`config.mk`:
```
export PLATFORM = sky130hd
export DESIGN_NAME = resp_supervisor
export DESIGN_NICKNAME = d
export VERILOG_FILES = /design/src/rtl/resp_sup_pkg.sv /design/src/rtl/tmo_limit_rom.sv /design/src/rtl/resp_timer.sv /design/src/rtl/tx_watchdog.sv /design/src/rtl/resp_supervisor.sv
export SDC_FILE = /design/constraint.sdc
export NUM_CORES = 1
export LEC_CHECK = 0
export BUFFER_PORTS_ARGS = -buffer_cell sky130_fd_sc_hd__buf_2
export CORE_ASPECT_RATIO = 0.6
export CORE_UTILIZATION = 45
export CTS_CLUSTER_SIZE = 20
export DETAILED_ROUTE_END_ITERATION = 8
export RECOVER_POWER = 50
export SYNTH_ARGS = -nofsm -noshare
export SYNTH_HDL_FRONTEND = slang
export SYNTH_SLANG_ARGS = --single-unit
```
`constraint.sdc`:
```
create_clock -name clk -period 5.6 [get_ports clk]
set_clock_uncertainty 0.15 [all_clocks]
set_input_delay 1.12 -clock clk [delete_from_list [all_inputs] [get_ports clk]]
set_output_delay 1.12 -clock clk [all_outputs]
set_load 0.01 [all_outputs]
```
`src/rtl/resp_sup_pkg.sv`:
```
package resp_sup_pkg;

   localparam int unsigned NUM_SEL = 4;

   function automatic int unsigned max4(input int unsigned a, input int unsigned b,
                                        input int unsigned c, input int unsigned d);
      int unsigned m;
      m = a;
      if (b > m) m = b;
      if (c > m) m = c;
      if (d > m) m = d;
      return m;
   endfunction

   // half-microsecond count times clock in MHz, halved: exact for even rates
   function automatic int unsigned half_us_to_cycles(input int unsigned half_us,
                                                     input int unsigned mhz);
      return (half_us * mhz) / 2;
   endfunction

endpackage

```
`src/rtl/tmo_limit_rom.sv`:
```
module tmo_limit_rom
   import resp_sup_pkg::*;
#(
   parameter int unsigned RATE0_MHZ = 10,
   parameter int unsigned RATE1_MHZ = 12,
   parameter int unsigned RATE2_MHZ = 16,
   parameter int unsigned RATE3_MHZ = 20,
   parameter int unsigned TMO0_HUS  = 37,
   parameter int unsigned TMO1_HUS  = 45,
   parameter int unsigned TMO2_HUS  = 101,
   parameter int unsigned TMO3_HUS  = 256,
   parameter int unsigned WDT_HUS   = 1321,
   parameter int unsigned CW        = 14
) (
   input  logic [1:0]    tmo_sel_i,
   input  logic [1:0]    rate_sel_i,
   output logic [CW-1:0] tmo_lim_o,
   output logic [CW-1:0] wdt_lim_o
);

   localparam int unsigned RATES [NUM_SEL] = '{RATE0_MHZ, RATE1_MHZ, RATE2_MHZ, RATE3_MHZ};
   localparam int unsigned TMOS  [NUM_SEL] = '{TMO0_HUS, TMO1_HUS, TMO2_HUS, TMO3_HUS};

   logic [CW-1:0] tmo_tab [NUM_SEL*NUM_SEL];
   logic [CW-1:0] wdt_tab [NUM_SEL];

   for (genvar r = 0; r < NUM_SEL; r++) begin : g_rate
      localparam int unsigned RM = RATES[r];
      assign wdt_tab[r] = CW'(half_us_to_cycles(WDT_HUS, RM));
      for (genvar t = 0; t < NUM_SEL; t++) begin : g_tmo
         assign tmo_tab[r*NUM_SEL + t] = CW'(half_us_to_cycles(TMOS[t], RM));
      end
   end

   assign tmo_lim_o = tmo_tab[{rate_sel_i, tmo_sel_i}];
   assign wdt_lim_o = wdt_tab[rate_sel_i];

endmodule

```
`src/rtl/resp_timer.sv`:
```
module resp_timer #(
   parameter int unsigned CW = 14
) (
   input  logic          clk,
   input  logic          rst_n,
   input  logic          mid_parity_i,
   input  logic          mid_sync_i,
   input  logic [CW-1:0] lim_i,
   output logic          timeout_o
);

   logic          armed;
   logic [CW-1:0] cnt;
   logic [CW-1:0] lim_q;

   always_ff @(posedge clk or negedge rst_n) begin
      if (!rst_n) begin
         armed     <= 1'b0;
         cnt       <= '0;
         lim_q     <= '0;
         timeout_o <= 1'b0;
      end else if (mid_parity_i) begin
         armed     <= 1'b1;
         cnt       <= '0;
         lim_q     <= lim_i;
         timeout_o <= 1'b0;
      end else if (armed) begin
         if (mid_sync_i) begin
            armed <= 1'b0;
         end else if (cnt == lim_q - 1'b1) begin
            armed     <= 1'b0;
            timeout_o <= 1'b1;
         end else begin
            cnt <= cnt + 1'b1;
         end
      end
   end


   sync_cancel_chk: assert property (@(posedge clk) disable iff (!rst_n)
      (armed && mid_sync_i && !mid_parity_i) |=> !timeout_o);


   restart_clear_chk: assert property (@(posedge clk) disable iff (!rst_n)
      mid_parity_i |=> (!timeout_o && armed && cnt == '0));


   count_bound_chk: assert property (@(posedge clk) disable iff (!rst_n)
      armed |-> (cnt < lim_q));


   stray_sync_chk: assert property (@(posedge clk) disable iff (!rst_n)
      (!armed && !mid_parity_i) |=> $stable(timeout_o));

endmodule

```
`src/rtl/tx_watchdog.sv`:
```
module tx_watchdog #(
   parameter int unsigned CW = 14
) (
   input  logic          clk,
   input  logic          rst_n,
   input  logic          tx_active_i,
   input  logic          clear_i,
   input  logic [CW-1:0] lim_i,
   output logic          fault_o
);

   logic [CW-1:0] wcnt;

   always_ff @(posedge clk or negedge rst_n) begin
      if (!rst_n) begin
         wcnt    <= '0;
         fault_o <= 1'b0;
      end else if (clear_i) begin
         wcnt    <= '0;
         fault_o <= 1'b0;
      end else if (!tx_active_i) begin
         wcnt <= '0;
      end else if (wcnt == lim_i - 1'b1) begin
         fault_o <= 1'b1;
      end else begin
         wcnt <= wcnt + 1'b1;
      end
   end


   fault_sticky_chk: assert property (@(posedge clk) disable iff (!rst_n)
      (fault_o && !clear_i) |=> fault_o);


   fault_clear_chk: assert property (@(posedge clk) disable iff (!rst_n)
      clear_i |=> !fault_o);


   trip_source_chk: assert property (@(posedge clk) disable iff (!rst_n)
      $rose(fault_o) |-> $past(tx_active_i));


   idle_restart_chk: assert property (@(posedge clk) disable iff (!rst_n)
      !tx_active_i |=> (wcnt == '0));

endmodule

```
`src/rtl/resp_supervisor.sv`:
```
module resp_supervisor
   import resp_sup_pkg::*;
#(
   parameter int unsigned RATE0_MHZ = 10,
   parameter int unsigned RATE1_MHZ = 12,
   parameter int unsigned RATE2_MHZ = 16,
   parameter int unsigned RATE3_MHZ = 20,
   parameter int unsigned TMO0_HUS  = 37,
   parameter int unsigned TMO1_HUS  = 45,
   parameter int unsigned TMO2_HUS  = 101,
   parameter int unsigned TMO3_HUS  = 256,
   parameter int unsigned WDT_HUS   = 1321
) (
   input  logic       clk,
   input  logic       rst_n,
   input  logic       mid_parity_i,
   input  logic       mid_sync_i,
   input  logic       tx_active_i,
   input  logic [1:0] tmo_sel_i,
   input  logic [1:0] rate_sel_i,
   input  logic       wdt_clear_i,
   output logic       no_resp_o,
   output logic       wdt_fault_o,
   output logic       tx_inhibit_o
);

   localparam int unsigned MAX_MHZ = max4(RATE0_MHZ, RATE1_MHZ, RATE2_MHZ, RATE3_MHZ);
   localparam int unsigned MAX_HUS = max4(TMO0_HUS, TMO1_HUS, TMO2_HUS, WDT_HUS);
   localparam int unsigned MAX_CYC = half_us_to_cycles(max4(MAX_HUS, TMO3_HUS, 1, 1), MAX_MHZ);
   localparam int unsigned CW      = $clog2(MAX_CYC + 1);

   // elaboration checks on the parameter set
   if ((RATE0_MHZ % 2) != 0 || (RATE1_MHZ % 2) != 0 ||
       (RATE2_MHZ % 2) != 0 || (RATE3_MHZ % 2) != 0) begin : g_bad_rate
      $error("clock rates must be even MHz values for exact half-microsecond limits");
   end
   if (TMO0_HUS == 0 || TMO1_HUS == 0 || TMO2_HUS == 0 ||
       TMO3_HUS == 0 || WDT_HUS == 0) begin : g_bad_lim
      $error("all limits must be non-zero");
   end
   if (CW > 24) begin : g_bad_cw
      $error("limit counter width out of range");
   end

   logic [CW-1:0] tmo_lim;
   logic [CW-1:0] wdt_lim;
   logic          fault;

   tmo_limit_rom #(
      .RATE0_MHZ(RATE0_MHZ), .RATE1_MHZ(RATE1_MHZ),
      .RATE2_MHZ(RATE2_MHZ), .RATE3_MHZ(RATE3_MHZ),
      .TMO0_HUS(TMO0_HUS), .TMO1_HUS(TMO1_HUS),
      .TMO2_HUS(TMO2_HUS), .TMO3_HUS(TMO3_HUS),
      .WDT_HUS(WDT_HUS), .CW(CW)
   ) u_rom (
      .tmo_sel_i (tmo_sel_i),
      .rate_sel_i(rate_sel_i),
      .tmo_lim_o (tmo_lim),
      .wdt_lim_o (wdt_lim)
   );

   resp_timer #(.CW(CW)) u_timer (
      .clk         (clk),
      .rst_n       (rst_n),
      .mid_parity_i(mid_parity_i),
      .mid_sync_i  (mid_sync_i),
      .lim_i       (tmo_lim),
      .timeout_o   (no_resp_o)
   );

   tx_watchdog #(.CW(CW)) u_wdt (
      .clk        (clk),
      .rst_n      (rst_n),
      .tx_active_i(tx_active_i),
      .clear_i    (wdt_clear_i),
      .lim_i      (wdt_lim),
      .fault_o    (fault)
   );

   assign wdt_fault_o  = fault;
   assign tx_inhibit_o = fault;


   reset_quiet_chk: assert property (@(posedge clk)
      $rose(rst_n) |-> (!no_resp_o && !wdt_fault_o && !tx_inhibit_o));

endmodule

```
### Yosys cells after proc, flatten, opt, wreduce, memory -nomap -nowiden

Memories as Yosys holds them, arrays and structs flattened. A register that Yosys moved wholly into a read port is not among the register bits.
Cells that the tools add are included.

| cells by class | value |
|---|---|
| $add $sub $neg | 4 |
| $mul | 0 |
| divide/modulo/power cells | 0 |
| magnitude comparators | 1 |
| eq/ne operators | 5 |
| shift-type cells | 0 |
| muxes and demuxes | 21 |
| bitwise gates (word level) | 2 |
| reduce and logical (&&, ||, !) cells | 8 |

Operator list:

| cell | number |
|---|---|
| 2-to-1 mux 14 bit | 9 |
| adder 14 x 1 -> 14 bit, second input constant | 2 |
| binary-select mux 14 bit (select 2 bit) | 1 |
| equality test 14 bit | 2 |
| subtractor 14 x 1 -> 14 bit, second input constant | 2 |
| 2-to-1 mux 1 bit | 11 |
| nonzero test 2 bit | 4 |
| AND reduction 3 bit | 2 |
| inverter 4 -> 5 bit | 1 |
| != test 2 bit, second input constant | 2 |
| >= comparator 3 bit, second input constant | 1 |
| != test 3 bit, second input constant | 1 |
| inverter 2 -> 3 bit | 1 |
| AND reduction 2 bit | 1 |
| zero test 1 bit | 1 |

| word-level totals | value |
|---|---|
| flip-flop bits (word level) | 31 |
| latch bits | 0 |
| RAM bits | 0 |
| ROM bits | 224 |
| output and inout port bits | 3 |
| logic and storage cells | 47 |
| memories kept | 1 |

Memories:

| name | depth | width | rd ports | clocked after Yosys merged registers in | wr ports | RTL line | source |
|---|---|---|---|---|---|---|---|
| (no name shown) | 16 | 14 | 1 | 1 | 0 | tmo_limit_rom.sv:35 | `assign tmo_lim_o = tmo_tab[{rate_sel_i, tmo_sel_i}];` |

### Logic depth before layout (Yosys ltp)

| depth | value |
|---|---|
| depth after elaboration | 9 |
| gate-level depth with buffers | 10 |

### Hierarchy

From an unflattened synthesis, not the netlist that was laid out.

| unflattened totals | value |
|---|---|
| cell total of the unflattened synthesis | 400 |
| area, all modules | 3599.7 sq um |

Modules (own cells, without submodules):

| module | instances | cells each | area each (sq um) | seq. area each (sq um) |
|---|---|---|---|---|
| resp_timer | 1 | 193 | 1896.8 | 750.7 |
| tx_watchdog | 1 | 160 | 1357.6 | 375.4 |
| tmo_limit_rom | 1 | 46 | 337.8 | 0.0 |
| resp_supervisor | 1 | 1 | 7.5 | 0.0 |

### Worst setup path before layout

No wires, ideal clock.

| timing | value |
|---|---|
| path kind | input to register |
| start | in rate_sel_i[1] |
| end | reg u_wdt.wcnt[4] |
| library setup time | 132 ps |
| data arrival time | 3282 ps |
| required time | 5318 ps |
| setup slack | 2036 ps |
| cell stages on the path | 10 |
| path buffers | 1 |
| cell sequence | buf_1 -> inv_1 -> ha_1 -> nand4b_1 -> a21oi_1 -> mux2i_1 -> nor4b_2 -> nand4b_1 -> xor2_1 -> nor2_1 |

| between the ends | value |
|---|---|
| word-level cells in the longest chain between the ends | 7 |

Ends and longest elaborated chain:

| element | RTL line | source |
|---|---|---|
| from (decl) | resp_supervisor.sv:20 | `input logic [1:0] rate_sel_i,` |
| inverter 2 -> 3 bit (implied by the code) | tmo_limit_rom.sv:36 | `assign wdt_lim_o = wdt_tab[rate_sel_i];` |
| binary-select mux 14 bit (select 2 bit) | tmo_limit_rom.sv:36 |  |
| 2-to-1 mux 14 bit (implied by the code) (2 in a row) | tmo_limit_rom.sv:36 |  |
| subtractor 14 x 1 -> 14 bit | tx_watchdog.sv:23 | `end else if (wcnt == lim_i - 1'b1) begin` |
| equality test 14 bit | tx_watchdog.sv:23 |  |
| != test 3 bit (no source line) | n/a |  |
| to (signal assigned) | tx_watchdog.sv:26 | `wcnt <= wcnt + 1'b1;` |
| to (decl) | tx_watchdog.sv:12 | `logic [CW-1:0] wcnt;` |

No other way between the ends. The select of a mux whose other input is x is not followed.
A chain may end at the register's enable or synchronous reset.

### Final worst setup path

Ends and elaborated chain as after synthesis.

==> key figures <==
Outcome
  – Status: finished with violations
  – Failing checks: max-capacitance violations, max-slew violations

Yosys
  – Post-synth EDFFs: 0
  – Synth Flop Type: dfrtp_1
  – Sequential area share after synthesis: a little over a third
  – Area leader, netlist: dfrtp_1
  – Async S/R FF share, synth: 100%
  – Share of the synthesized area in the top cell type: 36.0%
  – Mean Syn Cell Area: 9.03 µm²
  – FF+latch count, synth: 43
  – Synth Cell Area: about 3000 µm²
  – Yosys warns: 0
  – Syn Nets: approximately 360
  – Gate Count Post-Synth: approximately 330
  – Unique masters post-synth: 56
  – Top cells by area, synth: dfrtp_1 36%, ha_1 6.3%, xnor2_1 4.4%

Global routing
  – Grt ovf: 0
  – Vias in the first global route: 2268
  – First-pass GRT wire length: 11900 µm
  – GRT Overall Usage: 22.1%
  – Largest net degree at the start of global routing: 44
  – Initial antenna violation count: 0

Worst setup path
  – Crit path buffers/inverters: 1
  – Worst-path maximum fanout: 16
  – Critical path's largest stage delay: 0.73 ns
  – Crit-path slowest cell: nor4b_2
  – Setup crit end: u_wdt.wcnt[4]
  – Critical Path Start: rate_sel_i[1]
  – R2r setup slk: 2.29 ns
  – Critical path arrival: 3.82 ns
  – R2R cell count: 10
  – RR Startpoint: u_timer.lim_q[0]
  – Largest delay contributor family on the critical path: simple AND/OR/NAND/NOR gates
  – Critical path depth in cells: 9
  – Worst setup EP type: flop
  – Reg-to-reg endpoint: u_timer.cnt[5]
  – Critical path class: in2reg
  – Cells along the critical path: buf_2 > ha_1 > or3b_2 > a211oi_1 > nand3_1 > nor4b_2 > nand4b_1 > xor2_1 > nor2_1
  – Critical Path RT: around 5.6 ns
  – Startpoint types: input pin

Cells and area
  – Layout cell share with drive strength beyond 1: 10.1%
  – Post-Layout Cell Count: 420
  – Synth-to-layout area growth: 5.65%
  – Seq. cell area: 1080 µm²
  – Area of the multi-input gates: 1790 µm²
  – Nets: 360
  – Antenna diodes: 0
  – Fillers: 582

Place
  – I/O Buffers: 12
  – Placed cells: around 400
  – Post-Place Setup Slack: 1.52 ns
  – Post-detail-place hpwl: between 4000 and 5000 µm
  – Placer congestion estimate: 0.868

STA
  – Slew HR: -65.5%
  – Final Hold Vio Count: 0
  – RSZ-0062 raised after global routing: no
  – Worst Tran Pin Value: 2.48 ns
  – Final hold slack: 0.362 ns
  – Post-route setup TNS: 0 ns
  – Fmax achieved: 263 MHz
  – Max Transition Viols Final: 85
  – Final setup viols: 0
  – Post-route minimum period: ~3.8 ns
  – Final worst setup slack: approximately 1.8 ns
  – Final cycle utilization of the critical path: 68.0%

Route
  – Drt first-iter violations: 139
  – Vias/cell: approximately 6
  – Wire per inst: 16.2 µm
  – DRT Pass-1 Iters: 4
  – Remaining DRCs: 0
  – Remaining antenna violation count: 0
  – Vias: between 2000 and 2500
  – DRT Wirelength: 6820 µm

Pwr
  – Pleak: 1.28 nW
  – Power per Cell Area: slightly above 200 nW/µm²
  – Total power: 0.645 mW
  – VDD IR-drop max: 0.103 mV

Die
  – Die Area: approximately 7000 µm²
  – Die Span Y: 65.1 µm
  – Core Area: 6250 µm²
  – Std cell rows: 22
  – Starting Density: 47.9%
  – I/O pin total: 13
  – Die width: about 110 µm

Clock tree
  – Clk slew on worst S/H paths: 0.09 ns
  – Htree depth: 2
  – PostCTS Resize Cnt: 0
  – Maximum buffer depth of the clock tree: 2
  – Clock Sinks: 43
  – Skew-Pair Late Insertion Delay: 0.31 ns
  – CTS tree: done
  – TritonCTS buffer count: 5
  – Post-CTS Setup Inserts: 0
  – CTS Hold Bufs: 0
  – Clock Root Buffer: clkbuf_8

Min path
  – Min-Delay Path Class: reg2reg

Job
  – Total of max-cap violations: 2
## flip-flops by register name (all words and copies together), names as in the netlist
signal,flops
u_timer.timeout_o,1
u_wdt.fault_o,1
u_timer.cnt,14
u_wdt.wcnt,14
u_timer.lim_q,12
u_timer.armed,1
## per-stage QoR
stage	cell area [µm²]	utilization, %
floorplan	2990	-
global placement	3080	49.2
detailed placement	3080	49.2
CTS	3160	50.6
global route	3160	50.6
finish	3160	50.6
## metal layers
metal	vias to the layer above	GRT usage [%]	routed length, µm
met3	8	5.85	616
met2	74	26.6	2360
li1	1209	-	-
met5	-	0	0
met4	0	5.14	60
met1	1205	36.7	3790
## worst min-delay path, cell delays in order, from the launching register on
cell and delay [ns]:
dfrtp_1 0.36, a21oi_1 0.05, nor2_1 0.07
## power breakdown
| group | internal, mW | switching, mW |
|---|---|---|
| Combinational | 0.0415 | 0.0601 |
| Sequential | 0.321 | 0.0176 |
| Clock | 0.0875 | 0.117 |
## cell usage after synthesis, drive strengths merged, types with 2 or more instances
library cell / count
nand2: 16
nand4: 7
ha: 15
o21ai: 24
buf: 5
nand3b: 4
a31oi: 2
a211oi: 2
nor3: 9
o211ai: 3
xor2: 12
nand2b: 6
and3: 8
nor2b: 8
or3: 17
nor4bb: 2
nand3: 17
a21oi: 25
xnor2: 15
nor2: 24
or4: 5
o31ai: 2
clkbuf: 11
nor4: 2
mux2i: 6
mux2: 5
dfrtp: 43
and2: 5
inv: 10
nand4b: 3
## cell families after synthesis
kind of cell | share of synthesized area (%)
compound gates | 14.7
mux | 4.02
simple gates | 26.9
flops | 36.0
fa+ha+maj | 6.28
xor+xnor | 7.91
buf+inv | 4.14
## worst min-delay path by stage
| stage | start | end | slack, ns | cells after the start |
|---|---|---|---|---|
| 2_1_floorplan | u_timer.timeout_o | u_timer.timeout_o | 0.38 | 2 |
| 3_3_place_gp | u_timer.timeout_o | u_timer.timeout_o | 0.33 | 2 |
| 3_5_place_dp | u_timer.timeout_o | u_timer.timeout_o | 0.34 | 2 |
| 4_1_cts | u_timer.timeout_o | u_timer.timeout_o | 0.37 | 2 |
| 5_1_grt | u_timer.timeout_o | u_timer.timeout_o | 0.40 | 2 |
| 6_report | u_timer.timeout_o | u_timer.timeout_o | 0.36 | 2 |
## cell usage in the layout, fill, tap and decap left out, types with 6 or more instances in the layout
| master | n |
|---|---|
| dfrtp_1 | 43 |
| a21oi_1 | 25 |
| nor2_1 | 24 |
| o21ai_0 | 20 |
| nand3_1 | 17 |
| or3_1 | 17 |
| nand2_1 | 16 |
| xnor2_1 | 15 |
| ha_1 | 15 |
| xor2_1 | 12 |
| inv_1 | 10 |
| buf_2 | 10 |
| and3_1 | 8 |
| nand4_1 | 7 |
| nor2b_1 | 7 |
| mux2i_1 | 6 |
| nand2b_1 | 6 |
## cell type report
class	count	share of cell area, %
Clock inverter	2	0.396
Timing Repair Buffer	13	2.06
Sequential cell	43	34.1
Inverter	10	1.19
Clock buffer	6	2.30
Multi-Input combinational cell	262	56.7
Tap cell	84	3.33
No activity file was read; power rests on OpenSTA's default activity.
